[src/rtl/icache_pkg.sv]
package icache_pkg;
  localparam int SR_W   = 16;
  localparam int SR_FRZ = 15;
  localparam int SR_EN  = 14;
  localparam int SR_CLR = 13;

  typedef struct packed {
    logic latchAddr;
    logic touch;
    logic loadHit;
    logic loadMem;
    logic fill;
    logic clear;
  } dpStrobe_t;

  typedef enum logic [1:0] {
    ST_IDLE  = 2'd0,
    ST_MREQ  = 2'd1,
    ST_MWAIT = 2'd2
  } ctlState_t;
endpackage

[src/rtl/icache_ctl.sv]
module icache_ctl
  import icache_pkg::*;
#(
  parameter int SETS  = 8,
  parameter int IDX_W = $clog2(SETS)
) (
  input  logic             clk,
  input  logic             rstN,
  input  logic             srWrEn,
  input  logic [SR_W-1:0]  srWrData,
  output logic [SR_W-1:0]  srRdData,
  input  logic             fetchReq,
  output logic             fetchReady,
  output logic             fetchValid,
  input  logic             hit,
  output logic             memReq,
  input  logic             memValid,
  output dpStrobe_t        strobe,
  output logic [IDX_W-1:0] clrIdx
);
  localparam logic [IDX_W-1:0] LAST_IDX = IDX_W'(SETS - 1);

  ctlState_t state;
  logic frzBit, enBit, flushBusy, bypassQ;
  logic accept, hitNow, memDone;

  assign fetchReady = (state == ST_IDLE) && !flushBusy;
  assign accept     = fetchReq && fetchReady;
  assign hitNow     = accept && enBit && hit;
  assign memDone    = (state == ST_MWAIT) && memValid;
  assign memReq     = (state == ST_MREQ);
  assign srRdData   = {frzBit, enBit, flushBusy, 13'b0};

  always_comb begin
    strobe           = '0;
    strobe.latchAddr = accept;
    strobe.touch     = hitNow;
    strobe.loadHit   = hitNow;
    strobe.loadMem   = memDone;
    strobe.fill      = memDone && !bypassQ && !flushBusy;
    strobe.clear     = flushBusy;
  end

  // status bits and flush sweep
  always_ff @(posedge clk) begin
    if (!rstN) begin
      frzBit    <= 1'b0;
      enBit     <= 1'b0;
      flushBusy <= 1'b0;
      clrIdx    <= '0;
    end else begin
      if (srWrEn) begin
        frzBit <= srWrData[SR_FRZ];
        enBit  <= srWrData[SR_EN];
      end
      if (flushBusy) begin
        clrIdx <= clrIdx + 1'b1;
        if (clrIdx == LAST_IDX) flushBusy <= 1'b0;
      end else if (srWrEn && srWrData[SR_CLR]) begin
        flushBusy <= 1'b1;
        clrIdx    <= '0;
      end
    end
  end

  // fetch sequencing
  always_ff @(posedge clk) begin
    if (!rstN) begin
      state      <= ST_IDLE;
      bypassQ    <= 1'b0;
      fetchValid <= 1'b0;
    end else begin
      fetchValid <= hitNow || memDone;
      unique case (state)
        ST_IDLE: if (accept && !hitNow) begin
          state   <= ST_MREQ;
          bypassQ <= !enBit;
        end
        ST_MREQ:  state <= ST_MWAIT;
        ST_MWAIT: if (memValid) state <= ST_IDLE;
        default:  state <= ST_IDLE;
      endcase
    end
  end

  p_flush_len_r6: assert property (@(posedge clk) disable iff (!rstN)
    $fell(flushBusy) |-> $past(clrIdx) == LAST_IDX);
  p_stall_in_flush_r8: assert property (@(posedge clk) disable iff (!rstN)
    flushBusy |-> !fetchReady);
  p_no_fill_in_flush_r8: assert property (@(posedge clk) disable iff (!rstN)
    strobe.fill |-> !flushBusy);
  p_bypass_to_mem_r3: assert property (@(posedge clk) disable iff (!rstN)
    (accept && !enBit) |=> memReq);
  p_busy_until_resp_r9: assert property (@(posedge clk) disable iff (!rstN)
    memReq |=> !fetchReady);
endmodule

[src/rtl/icache_dp.sv]
module icache_dp
  import icache_pkg::*;
#(
  parameter int ADDR_W = 12,
  parameter int DATA_W = 16,
  parameter int SETS   = 8,
  parameter int IDX_W  = $clog2(SETS),
  parameter int TAG_W  = ADDR_W - IDX_W
) (
  input  logic              clk,
  input  logic              rstN,
  input  dpStrobe_t         strobe,
  input  logic [ADDR_W-1:0] fetchAddr,
  input  logic [IDX_W-1:0]  clrIdx,
  input  logic [DATA_W-1:0] memData,
  output logic              hit,
  output logic [ADDR_W-1:0] reqAddr,
  output logic [DATA_W-1:0] fetchData
);
  localparam int WAYS = 2;

  logic [WAYS-1:0]   valid   [SETS];
  logic [TAG_W-1:0]  tagMem  [WAYS][SETS];
  logic [DATA_W-1:0] dataMem [WAYS][SETS];
  logic              lru     [SETS];

  logic [IDX_W-1:0]  lkIdx, fIdx;
  logic [TAG_W-1:0]  lkTag, fTag;
  logic [WAYS-1:0]   wayHit;
  logic              hitWay, victim;
  logic [DATA_W-1:0] hitData;

  assign lkIdx = fetchAddr[IDX_W-1:0];
  assign lkTag = fetchAddr[ADDR_W-1:IDX_W];
  assign fIdx  = reqAddr[IDX_W-1:0];
  assign fTag  = reqAddr[ADDR_W-1:IDX_W];

  for (genvar w = 0; w < WAYS; w++) begin : g_cmp
    assign wayHit[w] = valid[lkIdx][w] && (tagMem[w][lkIdx] == lkTag);
  end

  assign hit     = |wayHit;
  assign hitWay  = wayHit[1];
  assign hitData = dataMem[hitWay][lkIdx];
  assign victim  = !valid[fIdx][0] ? 1'b0 :
                   !valid[fIdx][1] ? 1'b1 : lru[fIdx];

  always_ff @(posedge clk) begin
    if (!rstN) begin
      for (int s = 0; s < SETS; s++) begin
        valid[s] <= '0;
        lru[s]   <= 1'b0;
      end
    end else begin
      if (strobe.clear) valid[clrIdx] <= '0;
      if (strobe.fill) begin
        valid[fIdx][victim] <= 1'b1;
        lru[fIdx]           <= !victim;
      end
      if (strobe.touch) lru[lkIdx] <= !hitWay;
    end
  end

  always_ff @(posedge clk) begin
    if (strobe.fill) begin
      tagMem[victim][fIdx]  <= fTag;
      dataMem[victim][fIdx] <= memData;
    end
  end

  always_ff @(posedge clk) begin
    if (!rstN) begin
      reqAddr   <= '0;
      fetchData <= '0;
    end else begin
      if (strobe.latchAddr) reqAddr <= fetchAddr;
      if (strobe.loadHit)       fetchData <= hitData;
      else if (strobe.loadMem)  fetchData <= memData;
    end
  end

  p_single_way_hit_r5: assert property (@(posedge clk) disable iff (!rstN)
    $onehot0(wayHit));
  p_touch_on_hit_r4: assert property (@(posedge clk) disable iff (!rstN)
    strobe.touch |-> hit);
endmodule

[src/rtl/icache_ctrl.sv]
module icache_ctrl
  import icache_pkg::*;
#(
  parameter int ADDR_W = 12,
  parameter int DATA_W = 16,
  parameter int SETS   = 8
) (
  input  logic              clk,
  input  logic              rstN,
  input  logic              srWrEn,
  input  logic [15:0]       srWrData,
  output logic [15:0]       srRdData,
  input  logic              fetchReq,
  input  logic [ADDR_W-1:0] fetchAddr,
  output logic              fetchReady,
  output logic              fetchValid,
  output logic [DATA_W-1:0] fetchData,
  output logic              memReq,
  output logic [ADDR_W-1:0] memAddr,
  input  logic              memValid,
  input  logic [DATA_W-1:0] memData
);
  localparam int IDX_W = $clog2(SETS);
  localparam int TAG_W = ADDR_W - IDX_W;

  dpStrobe_t        strobe;
  logic             hit;
  logic [IDX_W-1:0] clrIdx;

  icache_ctl #(.SETS(SETS), .IDX_W(IDX_W)) u_ctl (
    .clk(clk), .rstN(rstN),
    .srWrEn(srWrEn), .srWrData(srWrData), .srRdData(srRdData),
    .fetchReq(fetchReq), .fetchReady(fetchReady), .fetchValid(fetchValid),
    .hit(hit), .memReq(memReq), .memValid(memValid),
    .strobe(strobe), .clrIdx(clrIdx)
  );

  icache_dp #(.ADDR_W(ADDR_W), .DATA_W(DATA_W), .SETS(SETS),
              .IDX_W(IDX_W), .TAG_W(TAG_W)) u_dp (
    .clk(clk), .rstN(rstN), .strobe(strobe),
    .fetchAddr(fetchAddr), .clrIdx(clrIdx), .memData(memData),
    .hit(hit), .reqAddr(memAddr), .fetchData(fetchData)
  );
endmodule

[config.mk]
export PLATFORM = sky130hd
export DESIGN_NAME = icache_ctrl
export DESIGN_NICKNAME = d
export VERILOG_FILES = /design/src/rtl/icache_pkg.sv /design/src/rtl/icache_ctl.sv /design/src/rtl/icache_dp.sv /design/src/rtl/icache_ctrl.sv
export SDC_FILE = /design/constraint.sdc
export NUM_CORES = 1
export LEC_CHECK = 0
export BUFFER_PORTS_ARGS = -buffer_cell sky130_fd_sc_hd__buf_2
export CAP_MARGIN = 20
export CORE_MARGIN = 10
export CORE_UTILIZATION = 30
export CTS_CLUSTER_DIAMETER = 30
export CTS_CLUSTER_SIZE = 25
export DETAILED_ROUTE_END_ITERATION = 6
export GPL_ROUTABILITY_DRIVEN = 0
export SLEW_MARGIN = 25
export SYNTH_ARGS = -nofsm -noshare
export SYNTH_HDL_FRONTEND = slang
export SYNTH_SLANG_ARGS = --single-unit
[constraint.sdc]
create_clock -name clk -period 3 [get_ports clk]
set_input_delay 0 -clock clk [delete_from_list [all_inputs] [get_ports clk]]
set_output_delay 0 -clock clk [all_outputs]
set_load 0.005 [all_outputs]
==> reports/results.tsv <==
stage	metric	value	unit
cts	htreeDepth	3	
yosys	synth_edf_count	416	
yosys	syn_area	18990	sq um
pwr	power.share.switching	0.2225	
sta	setup_slack	0.01295	ns
cts	clockRootBuffer	clkbuf_16	
cts	insertion_delay	0.65	ns
sta	max_freq	334.8	MHz
sta	finalHoldViolations	0	
pwr	p_int	13970	uW
route	drc	0	
sta	tns	0	ns
cells_and_area	multi_input_area	5155	sq um
route	drt-pass1-iter-count	5	
yosys	yosysWarningCount	0	
route	final_antenna_net_count	0	
worst_setup_path	crit_buf_inv	3	
pwr	peakVddDrop	0.5605	mV
yosys	ys_seq_elements	465	
placed_design	post-place-cells	2113	
cts	clock-sinks	465	
yosys	syn_inst	1200	
cells_and_area	register_area	13470	sq um
placed_design	io_buffers	69	
cells_and_area	diodes	0	
pwr	powerDensity	728.1	nW/um^2
grt	overflow	0	
cts	cts_tree	built	
sta	worst_pin_slew	0.8667	ns
sta	finalSetupViolCount	0	
cells_and_area	fin_nets	1465	
floorplan	pin_count	96	
worst_setup_path	required	3.54	ns
route	drtIter0Drc	882	
grt	antenna_found_initial	0	
cts	cts_buffer_depth	3	
yosys	synth.avg_cell_area	15.83	sq um
cells_and_area	fill_cells	5705	
worst_setup_path	crit_type	reg2reg	
cts	cts_made_buffers	86	
pwr	power_frac_seq	0.400	
route	routedWlPerCell	21.27	um
grt	grt_usage	0.1309	
pwr	combPwrFrac	0.037	
pwr	p_clk_frac	0.563	
cells_and_area	finalNonFillerCells	2330	
sta	report.final.slew_viol_count	0	
floorplan	rows	92	
worst_setup_path	endpoint_kind	flop	
sta	whs	0.04434	ns
floorplan	initial_core_util	0.3022	
sta	max_slew_margin	0.4178	
floorplan	fp.dieW	271.6	um
worst_hold_path	hp-class	in2reg	
worst_setup_path	cp.arrival	3.52	ns
sta	rsz0062_at_grt	true	
cts	clkTransAtPathRegs	0.05	ns
worst_setup_path	cp_slowest_cell	mux4_2	
grt	grt_pass1_vias	11790	
grt	grt_max_degree	34	
worst_setup_path	critPathMaxFanout	17	
cells_and_area	drive_gt1_frac	0.2513	
floorplan	dieHeight	271.6	um
worst_setup_path	worstPathCellList	mux4_2 > mux2i_1 > xnor2_1 > a2111oi_4 > nand4_1 > buf_6 > buf_12 > buf_12 > mux2i_1 > a22oi_1 > nand3_1 > nand2_1 > o211a_1	
cells_and_area	area_growth	29.98	%
sta	min_period	2.987	ns
placed_design	dp_hpwl	28310	um
yosys	yosysSeqAreaShare	0.7094	
placed_design	dp_slack	-0.05036	ns
yosys	synth_top_area_cell	edfxtp_1	
worst_setup_path	max_stage_delay	0.49	ns
pwr	p_leak	0.009698	uW
floorplan	core	62850	sq um
yosys	ys.flop_type	edfxtp_1	
route	postRouteWirelength	49570	um
run_status	outcome	finished clean	
flow_run	maxCapViolCount	0	
yosys	synthArstFlopShare	0	
grt	grt_pass1_wl	73720	um
worst_setup_path	critPathTopFamily	multiplexers	
sta	fin_crit_sh	0.9957	
pwr	p_switching	3999	uW
sta	fin_skew	0.06115	ns
yosys	synth_cell_types	49	
floorplan	die_area	73770	sq um
cells_and_area	post-route-util	0.3928	
route	vias	11370	
route	vias_per_cell	4.879	
yosys	synth_top_area_share	0.6578	
yosys	synth_area_leaders	edfxtp_1, mux2i_1, dfxtp_1	
worst_setup_path	worstSetupStartpointType	flop	
[synth_stat cells, types with 8 or more instances]
cell,n
edfxtp_1,416
mux2i_1,180
nand2_1,127
dfxtp_1,49
a22oi_1,42
nor2_1,41
clkbuf_1,35
mux4_2,31
o21ai_0,28
nand3_1,25
buf_4,22
nand4_1,18
o211a_1,16
a21oi_1,15
a21boi_0,13
a31oi_1,13
inv_1,13
buf_6,12
xnor2_1,12
and2_1,9
buf_2,9
nor2b_1,8
o21ai_1,8
[worst paths after layout]
check,start,to,slack [ns],depth (start not counted)
max reg2reg,u_dp.tagMem[1][3],u_dp.fetchData[14],0.01,13
max,u_dp.tagMem[1][3],u_dp.fetchData[14],0.01,13
min reg2reg,u_dp.lru[4],u_dp.lru[4],0.48,2
min,fetchAddr[1],u_dp.reqAddr[1],0.04,4
[metrics by stage]
stage	total power, uW	cell area [sq um]
6_report	17970	24690
2_1_floorplan	7643	19040
4_1_cts	18120	24490
3_3_place_gp	7900	20820
3_5_place_dp	7917	20820
5_1_grt	18550	24690
[what timing repair did]
| action | CTS | global route |
|---|---|---|
| endpoints found under the setup margin | 6 | 18 |
| hold endpoints to repair | 307 | 0 |
| hold buffers | 43 | 0 |
| pin swaps | 5 | 36 |
| gates resized for setup | 3 | 11 |
| buffers inserted | 7 | 3 |
| cloned | 1 | 5 |
[per-layer routing]
metal  global-route usage  part of all wire
met1               0.1700              0.44
met2               0.2115              0.48
met3              0.03508             0.070
met4              0.03830             0.019
met5                    0                 0
[power by group through the flow]
stage	sequential [uW]	clock [uW]	combinational, uW
2_1_floorplan	7270	0	373
3_3_place_gp	7300	0	602
3_5_place_dp	7300	0	613
4_1_cts	7180	10300	669
5_1_grt	7180	10600	732
6_report	7180	10100	673
[worst register-to-register path: stages, from the launching register on]
cell and delay, ns:
edfxtp_1 0.35, mux4_2 0.49, mux2i_1 0.20, xnor2_1 0.14, a2111oi_4 0.38, nand4_1 0.16
buf_6 0.18, buf_12 0.15, buf_12 0.18, mux2i_1 0.18, a22oi_1 0.12, nand3_1 0.12
nand2_1 0.09, o211a_1 0.21
[cell families (layout without fill, tap and decap cells)]
logic type	after synthesis	after routing	share of synthesized area
buf+inv	97	369	0.03057
compound gates	157	157	0.05982
other cells	1	13	0.0001975
simple gates	255	255	0.06153
fa+ha+maj	2	2	0.001317
mux	211	211	0.1316
xor+xnor	12	12	0.005534
flops	465	465	0.7094
[state kept, by name, indices dropped and copies added (netlist names), 2 cells and up, named ones only]
name            count
u_dp.reqAddr       12
u_dp.fetchData     16
u_dp.lru            8
u_ctl.state         2
u_dp.tagMem       144
u_dp.valid         16
u_ctl.clrIdx        3
u_dp.dataMem      256
[layout by cell type (no fill, tap or decap), types with 5 or more instances in the layout]
cell type      Yosys  layout
edfxtp_1         416     416
mux2i_1          180     175
nand2_1          127     126
clkbuf_16          0      93
buf_2              9      68
buf_4             22      56
dfxtp_1           49      49
a22oi_1           42      42
dlygate4sd3_1      0      42
mux4_2            31      31
o21ai_0           28      28
nand3_1           25      25
nor2_1            41      24
buf_12             2      20
nand4_1           18      18
nor2_4             0      16
o211a_1           16      16
a21oi_1           15      15
clkinv_4           0      15
inv_1             13      13
a31oi_1           13      13
a21boi_0          13      13
conb_1             1      13
bufinv_16          0      12
xnor2_1           12      11
clkinv_2           0      11
and2_1             9       9
o21ai_1            8       8
nor3_1             7       7
nor2b_1            8       6
inv_6              0       6
clkinvlp_4         0       6
and3_1             5       5
clkinv_16          0       5
clkbuf_1          35       5
[cell type report]
cell class	count	share of cell area
repair buffers	197	0.07344
clock buffers	96	0.09164
well taps	846	0.04288
inverters	14	0.002129
multi-input cells	650	0.2088
flip-flops and latches	465	0.5458
clock inverters	62	0.03533
Note: power is estimated with default switching activity, not from simulation.
